--- src/rtl/bank_ap_pkg.sv ---
package bank_ap_pkg;

  typedef struct packed {
    logic actTake;   // accepted activate
    logic rdApTake;  // accepted read with auto-precharge
    logic wrApTake;  // accepted write with auto-precharge
    logic preFire;   // internal precharge starts this cycle
  } apStrobe_t;

  typedef enum logic [1:0] {
    BK_IDLE = 2'd0,
    BK_OPEN = 2'd1,
    BK_PEND = 2'd2
  } bankState_t;

endpackage

--- src/rtl/bank_ap_elapsed.sv ---
module bank_ap_elapsed #(
  parameter int W = 9
) (
  input  logic         clk,
  input  logic         rstN,
  input  logic         restart,
  output logic [W-1:0] count
);
  localparam logic [W-1:0] SAT = '1;
  localparam logic [W-1:0] ONE = W'(1);

  // Cycles since the last restart, saturating; reset means "long ago".
  always_ff @(posedge clk) begin
    if (!rstN)            count <= SAT;
    else if (restart)     count <= ONE;
    else if (count != SAT) count <= count + ONE;
  end
endmodule

--- src/rtl/bank_ap_dp.sv ---
module bank_ap_dp
  import bank_ap_pkg::*;
#(
  parameter int CW = 6,
  parameter int TW = CW + 3
) (
  input  logic          clk,
  input  logic          rstN,
  input  logic [CW-1:0] cfgAl,
  input  logic [CW-1:0] cfgCl,
  input  logic          cfgBl8,
  input  logic [CW-1:0] cfgWr,
  input  logic [CW-1:0] cfgRas,
  input  logic [CW-1:0] cfgRtp,
  input  logic [CW-1:0] cfgRp,
  input  logic [CW-1:0] cfgRc,
  input  apStrobe_t     stb,
  output logic          nomDone,
  output logic          rasMet,
  output logic          rpMet,
  output logic          rcMet
);
  localparam int NUM_SINCE = 2;          // [0] since activate, [1] since precharge
  localparam logic [TW-1:0] ONE   = TW'(1);
  localparam logic [TW-1:0] TWO   = TW'(2);
  localparam logic [TW-1:0] THREE = TW'(3);
  localparam logic [TW-CW-1:0] PAD = '0;

  logic [TW-1:0] alX, clX, wrX, rasX, rtpX, rpX, rcX;
  logic [TW-1:0] rtpEff, rdDelay, wrDelay, nomLeft;
  logic [NUM_SINCE-1:0] restartV;
  logic [TW-1:0] elapsed [NUM_SINCE];

  assign alX  = {PAD, cfgAl};
  assign clX  = {PAD, cfgCl};
  assign wrX  = {PAD, cfgWr};
  assign rasX = {PAD, cfgRas};
  assign rtpX = {PAD, cfgRtp};
  assign rpX  = {PAD, cfgRp};
  assign rcX  = {PAD, cfgRc};

  // Read: last prefetch + 2 is the floor, tRTP may push beyond it.
  assign rtpEff  = (rtpX < TWO) ? TWO : rtpX;
  assign rdDelay = alX + (cfgBl8 ? TWO : '0) + rtpEff;
  // Write: WL + BL/2 + WR, WL = AL + CL - 1, folded to avoid underflow.
  assign wrDelay = alX + clX + wrX + (cfgBl8 ? THREE : ONE);

  always_ff @(posedge clk) begin
    if (!rstN)              nomLeft <= '0;
    else if (stb.rdApTake)  nomLeft <= rdDelay - ONE;
    else if (stb.wrApTake)  nomLeft <= wrDelay - ONE;
    else if (nomLeft != '0) nomLeft <= nomLeft - ONE;
  end

  assign restartV = {stb.preFire, stb.actTake};

  for (genvar g = 0; g < NUM_SINCE; g++) begin : g_since
    bank_ap_elapsed #(.W(TW)) u_el (
      .clk     (clk),
      .rstN    (rstN),
      .restart (restartV[g]),
      .count   (elapsed[g])
    );
  end

  assign nomDone = (nomLeft == '0);
  assign rasMet  = (elapsed[0] >= rasX);
  assign rcMet   = (elapsed[0] >= rcX);
  assign rpMet   = (elapsed[1] >= rpX);
endmodule

--- src/rtl/bank_ap_ctrl.sv ---
module bank_ap_ctrl
  import bank_ap_pkg::*;
(
  input  logic      clk,
  input  logic      rstN,
  input  logic      actStb,
  input  logic      rdStb,
  input  logic      wrStb,
  input  logic      apFlag,
  input  logic      nomDone,
  input  logic      rasMet,
  input  logic      rpMet,
  input  logic      rcMet,
  output apStrobe_t stb,
  output logic      preStart,
  output logic      bankOpen,
  output logic      actOk,
  output logic      protoErr
);
  bankState_t state, stateNxt;
  logic multi, colCmd, colLegal, errNow;

  assign preStart = (state == BK_PEND) && nomDone && rasMet;
  assign actOk    = (state == BK_IDLE) && rpMet && rcMet;
  assign bankOpen = (state != BK_IDLE);

  assign multi    = (actStb & rdStb) | (actStb & wrStb) | (rdStb & wrStb);
  assign colCmd   = rdStb | wrStb;
  assign colLegal = (state == BK_OPEN);
  assign errNow   = multi | (actStb & ~actOk) | (colCmd & ~colLegal);

  always_comb begin
    stb.actTake  = actStb & ~multi & actOk;
    stb.rdApTake = rdStb & ~multi & colLegal & apFlag;
    stb.wrApTake = wrStb & ~multi & colLegal & apFlag;
    stb.preFire  = preStart;
  end

  always_comb begin
    stateNxt = state;
    unique case (state)
      BK_IDLE: if (stb.actTake) stateNxt = BK_OPEN;
      BK_OPEN: if (stb.rdApTake || stb.wrApTake) stateNxt = BK_PEND;
      BK_PEND: if (preStart) stateNxt = BK_IDLE;
      default: stateNxt = BK_IDLE;
    endcase
  end

  always_ff @(posedge clk) begin
    if (!rstN) begin
      state    <= BK_IDLE;
      protoErr <= 1'b0;
    end else begin
      state    <= stateNxt;
      protoErr <= protoErr | errNow;
    end
  end
endmodule

--- src/rtl/bank_ap_timer.sv ---
module bank_ap_timer
  import bank_ap_pkg::*;
#(
  parameter int CW = 6
) (
  input  logic          clk,
  input  logic          rstN,
  input  logic [CW-1:0] cfgAl,
  input  logic [CW-1:0] cfgCl,
  input  logic          cfgBl8,
  input  logic [CW-1:0] cfgWr,
  input  logic [CW-1:0] cfgRas,
  input  logic [CW-1:0] cfgRtp,
  input  logic [CW-1:0] cfgRp,
  input  logic [CW-1:0] cfgRc,
  input  logic          actStb,
  input  logic          rdStb,
  input  logic          wrStb,
  input  logic          apFlag,
  output logic          preStart,
  output logic          bankOpen,
  output logic          actOk,
  output logic          protoErr
);
  localparam int TW = CW + 3;

  apStrobe_t stb;
  logic nomDone, rasMet, rpMet, rcMet;

  bank_ap_ctrl u_ctrl (
    .clk      (clk),
    .rstN     (rstN),
    .actStb   (actStb),
    .rdStb    (rdStb),
    .wrStb    (wrStb),
    .apFlag   (apFlag),
    .nomDone  (nomDone),
    .rasMet   (rasMet),
    .rpMet    (rpMet),
    .rcMet    (rcMet),
    .stb      (stb),
    .preStart (preStart),
    .bankOpen (bankOpen),
    .actOk    (actOk),
    .protoErr (protoErr)
  );

  bank_ap_dp #(.CW(CW), .TW(TW)) u_dp (
    .clk     (clk),
    .rstN    (rstN),
    .cfgAl   (cfgAl),
    .cfgCl   (cfgCl),
    .cfgBl8  (cfgBl8),
    .cfgWr   (cfgWr),
    .cfgRas  (cfgRas),
    .cfgRtp  (cfgRtp),
    .cfgRp   (cfgRp),
    .cfgRc   (cfgRc),
    .stb     (stb),
    .nomDone (nomDone),
    .rasMet  (rasMet),
    .rpMet   (rpMet),
    .rcMet   (rcMet)
  );
endmodule

--- config.mk ---
export PLATFORM = sky130hd
export DESIGN_NAME = bank_ap_timer
export DESIGN_NICKNAME = d
export VERILOG_FILES = /design/src/rtl/bank_ap_pkg.sv /design/src/rtl/bank_ap_elapsed.sv /design/src/rtl/bank_ap_dp.sv /design/src/rtl/bank_ap_ctrl.sv /design/src/rtl/bank_ap_timer.sv
export SDC_FILE = /design/constraint.sdc
export NUM_CORES = 1
export LEC_CHECK = 0
export ABC_AREA = 1
export BUFFER_PORTS_ARGS = -buffer_cell sky130_fd_sc_hd__clkbuf_2
export CORE_MARGIN = 4
export CORE_UTILIZATION = 62
export CTS_CLUSTER_DIAMETER = 30
export DETAILED_ROUTE_END_ITERATION = 8
export GPL_TIMING_DRIVEN = 0
export PLACE_DENSITY = 0.95
export SLEW_MARGIN = 30
export SYNTH_ARGS = -nofsm -noshare
export SYNTH_HDL_FRONTEND = slang
export SYNTH_SLANG_ARGS = --single-unit
--- constraint.sdc ---
create_clock -name clk -period 7.3 [get_ports clk]
set_clock_uncertainty 0.1 [all_clocks]
set_input_delay 0.73 -clock clk [delete_from_list [all_inputs] [get_ports clk]]
set_output_delay 0.73 -clock clk [all_outputs]
set_load 0.01 [all_outputs]
* After elaboration in Yosys (flattened, before gate mapping)
Index checks and enable logic that the tools add are counted.
** Storage, ports and cells
- Register bits after elaboration :: 30
- Bits in latches :: 0
- RAM bits :: 0
- Memory bits (read-only) :: 0
- Input bits :: 49
- Output and inout bits :: 4
- Logic and storage cells :: 80
- Memories :: 0
** Cells by class
- Add/subtract/negate cells :: 10
- Multiply operators :: 0
- Div/mod/pow operators :: 0
- Magnitude comparators :: 4
- Eq/ne operators :: 7
- Shifts and indexed selects :: 0
- Mux-type cells :: 14
- Bitwise logic cells :: 23
- Reduce and logical (&&, ||, !) cells :: 15
** Operator list (count)
- two-way mux 9 bit :: 7
- >= comparator 9 x 6 -> 1 bit :: 3
- subtractor 9 x 1 -> 9 bit, second input constant :: 3
- adder 9 x 1 -> 9 bit, second input constant :: 2
- adder 9 bit :: 2
- != test 9 bit, second input constant :: 2
- AND 1 bit :: 13
- two-way mux 2 bit :: 5
- adder 6 x 9 -> 9 bit :: 1
- adder 9 x 6 -> 9 bit :: 1
- logical NOT 9 bit :: 1
- nonzero test 9 bit :: 1
- adder 6 x 6 -> 7 bit :: 1
- < comparator 6 x 2 -> 1 bit, second input constant :: 1
- two-way mux 6 bit :: 1
- bitwise OR 1 bit :: 6
- case mux 2 bit (3 select lines) :: 1
- nonzero test 2 bit :: 3
- logical AND 1 bit :: 4
- != test 2 bit, second input constant :: 2
- inverter 1 bit :: 4
- OR reduction 2 bit :: 2
- AND reduction 3 bit :: 1
- nonzero test 3 bit :: 1
- other kinds (5) :: 5

* Logic depth before layout (Yosys ltp)
- Depth after elaboration :: 10
- Mapped depth :: 16

* Cells and area by module
A second synthesis with hierarchy kept.
** Unflattened totals
- Cells, all modules :: 518
- Area total of the unflattened synthesis :: 3352.0 um2
** Modules (own cells, without submodules)
- bank_ap_dp :: instances 1, cells an instance 322, area an instance 2049.5 um2, seq. area each 180.2 um2
- bank_ap_elapsed :: instances 2, cells an instance 78, area an instance 520.5 um2, seq. area each 180.2 um2
- bank_ap_ctrl :: instances 1, cells an instance 40, area an instance 261.5 um2, seq. area each 60.1 um2

* Worst setup path after synthesis
No wires, ideal clock.
- Path kind :: input to register
- Start :: input port cfgAl[0]
- End :: register u_dp.nomLeft[5]
- Library setup time :: 0.114 ns
- Data arrival time :: 3.128 ns
- Required time :: 7.086 ns
- Setup slack :: 3.958 ns
- Cell stages on the path :: 14
- Buffers on the path :: 0
- Cell sequence :: ha_1 -> fa_1 -> inv_1 -> fa_1 -> inv_1 -> ha_1 -> fa_1 -> a21oi_1 -> nor2_1 -> nor3_1 -> nand3b_1 -> nand3_1 -> nand2_1 -> nor2_1
** Between the ends
- Longest elaborated chain between the ends :: 6
** RTL lines
- start: declaration :: RTL line bank_ap_timer.sv:8 : input logic [CW-1:0] cfgAl,
- adder 6 x 6 -> 7 bit :: RTL line bank_ap_dp.sv:46 : assign wrDelay = alX + clX + wrX + (cfgBl8 ? THREE : ONE);
- adder 9 x 6 -> 9 bit :: RTL line bank_ap_dp.sv:46
- adder 9 bit :: RTL line bank_ap_dp.sv:46
- subtractor 9 x 1 -> 9 bit :: RTL line bank_ap_dp.sv:51 : else if (stb.wrApTake) nomLeft <= wrDelay - ONE;
- two-way mux 9 bit :: RTL line bank_ap_dp.sv:51
- two-way mux 9 bit (*) :: RTL line bank_ap_dp.sv:50 : else if (stb.rdApTake) nomLeft <= rdDelay - ONE;
- end signal: assignment :: RTL line bank_ap_dp.sv:50
- end signal: assignment :: RTL line bank_ap_dp.sv:51
- end signal: assignment :: RTL line bank_ap_dp.sv:52 : else if (nomLeft != '0) nomLeft <= nomLeft - ONE;
- end: declaration :: RTL line bank_ap_dp.sv:30 : logic [TW-1:0] rtpEff, rdDelay, wrDelay, nomLeft;
Mark *: on every way between the ends. The rest lies on a longest branch, timed or not.
A chain may end at the register's enable or synchronous reset.

* Worst setup path after layout
Same ends and word-level chain as after synthesis.

==> qor.csv <==
metric,value,unit
status,completed,
postLayoutCoreUtil,74.3,%
netlist.area_leader.share,20.0,%
holdWs,384,ps
dpl_worst_slack,3660,ps
seqCellArea,601,sq um
core-area,0.00485,sq mm
hold_violations,0,
initial_core_util,65.7,%
multi_input_area,0.00220,sq mm
cp_slowest_cell,fa_1,
hp-class,register to register,
grt_max_degree,11,
worstSetupPathType,primary input to register,
drv_slew,0,
fin_ws,3950,ps
fillCellCount,358,
synth_top_area_cell,ha_1,
clkTransAtPathRegs,60,ps
ioPinCount,53,
min_period,3350,ps
fmax,0.298,GHz
relSlewSlack,70.8,%
cpMostUsedCell,fa_1,
regToRegStartpoint,u_dp.g_since[0].u_el.count[1]$_SDFFE_PN1P_,
hpwl,5860,microns
area_growth,13.2,%
drc,0,
holdBufCountCts,0,
syn_area,0.00318,sq mm
die_y,79.7,microns
routed_wl,7090,microns
worstSkewPairLatency,280,ps
grt_pass1_wl,12600,microns
clock-sinks,30,
globalplace.congestion,0.917,
via_per_inst,5.28,
wl_per_cell,11.8,microns
antenna_left,0,
num_rows,25,
hp-start,u_dp.nomLeft[1]$_SDFFE_PN0P_,
syn_nets,581,
postSynthCellCount,477,
cp.arrival,3420,ps
rsz0062_at_grt,false,
first_global_vias,3146,
drt-initial-drc-count,107,
path_cells,clkbuf_2 -> ha_1 -> fa_1 -> inv_1 -> fa_1 -> inv_1 -> ha_1 -> fa_1 -> a21oi_1 -> nor2_1 -> nor3_1 -> nand3b_1 -> nand3_1 -> nand2_1 -> nor2_1,
setup-violations-final,0,
cts_tree,yes,
postSynth.asyncResetShare,0,%
p_leak,2.07,nW
post-route-period-util,45.9,%
cts-root-buf,clkbuf_8,
crit_path_end_kind,register,
maxCapViolCount,0,
fp.dieArea,0.00634,sq mm
cts_setup_buffers,0,
powerDensity,310,mW/mm^2
overflow,0,
antennaDiodeCount,0,
antenna_found_initial,0,
firstDrtPassIters,5,
ys.flop_type,dfxtp_1,
irDropWorstVdd,0.000161,V
cpPeakStageDelay,480,ps
ys_ff_latch,30,
nets,640,
vias,3184,
yosysUniqueCellTypes,35,
ys_top_cells_by_area,"ha_1 (20%), dfxtp_1 (19%), nand2_1 (12%)",
final.setup.tns,0,ps
cp-start-kind,primary input,
portBuffers,52,
cts_buffers,5,
yosysWarnings,0,
avgSynthCellArea,6.67,sq um
cp_max_fo,3,
synth_enable_flop_cells,0,
required,7370,ps
cts_resized,0,
die_x,79.7,microns
cts_htree_levels,2,
grtUsageTotal,24.3,%
drive_above_1_share,15.1,%
clock_path_buffers,2,
tightest_slew,438,ps
yosysSeqAreaShare,18.9,%
startpoint,cfgAl[0],
==> where the power goes <==
group | leakage [nW] | internal (W) | switching [W]
Combinational | 1.79 | 0.000291 | 0.000410
Sequential | 0.249 | 0.000227 | 0.0000638
Clock | 0.0383 | 0.0000654 | 0.0000590
==> metal layers <==
layer / up-vias / wire length, microns / GRT usage, %
met2: 97 / 3720 / 47.7
met1: 1422 / 2800 / 25.9
met4: 0 / 198 / 8.93
met3: 17 / 363 / 3.05
met5: - / 0 / 0
li1: 1648 / - / -
==> Yosys cell counts (2+ instances only) <==
library cell,number
xor2_1,14
nor3_1,10
xnor2_1,5
buf_2,4
nand3b_1,3
nand2_1,99
or2_4,2
dfxtp_1,30
fa_1,4
o21ai_2,5
ha_1,51
or2_2,3
inv_1,91
nor2_4,3
o21ai_0,15
a21oi_1,27
clkbuf_1,2
nor2_1,39
nand4_1,10
nand3_1,43
nor3b_1,3
==> stage by stage <==
stage               area [sq um]  total power (W)  instances
global placement            3530         0.000933        596
finish                      3600          0.00112        603
CTS                         3600          0.00111        603
detailed placement          3530         0.000975        596
floorplan                   3180         0.000829        477
global route                3600          0.00124        603
==> worst paths after layout <==
check             slack, ps                                          to  cells after the start
setup / recovery       3950                u_dp.nomLeft[5]$_SDFFE_PN0P_                     15
hold / removal          380                u_dp.nomLeft[1]$_SDFFE_PN0P_                      2
setup reg to reg       4850  u_dp.g_since[0].u_el.count[7]$_SDFFE_PN1P_                     13
hold reg to reg         380                u_dp.nomLeft[1]$_SDFFE_PN0P_                      2
==> worst max-delay path: cells and delay by family <==
family	cells	cell delay, ps
AO/OA/AOI/OAI	1	150
buffers and inverters	3	180
AND/OR/NAND/NOR	6	510
adder cells (fa/ha/maj)	5	1840
==> state kept, by name (all words and copies together) (netlist names) <==
name / count
u_ctrl.state: 2
u_ctrl.protoErr: 1
u_dp.nomLeft: 9
u_dp.g_since.u_el.count: 18
==> cell type report <==
type,count,area share [%]
Timing Repair Buffer,52,7.22
Tap cell,67,2.33
Inverter,93,9.76
Buffer,6,0.764
Multi-Input combinational cell,348,61.1
Clock buffer,7,2.12
Sequential cell,30,16.7
==> logic make-up after synthesis <==
group | Yosys count | share of synthesized area, %
fa+ha+maj | 55 | 22.6
flops | 30 | 18.9
xor+xnor | 19 | 5.23
compound gates | 53 | 9.36
buf+inv | 99 | 11.9
simple gates | 221 | 32.1
==> layout by cell type (no fill, tap or decap), drive strengths merged, types with 10 or more instances in the layout <==
cell type / n
nand2: 101
inv: 93
clkbuf: 61
ha: 51
nand3: 44
nor2: 43
dfxtp: 30
a21oi: 27
o21ai: 21
xor2: 14
nand4: 10
nor3: 10
Note: power is estimated with default switching activity, not from simulation.
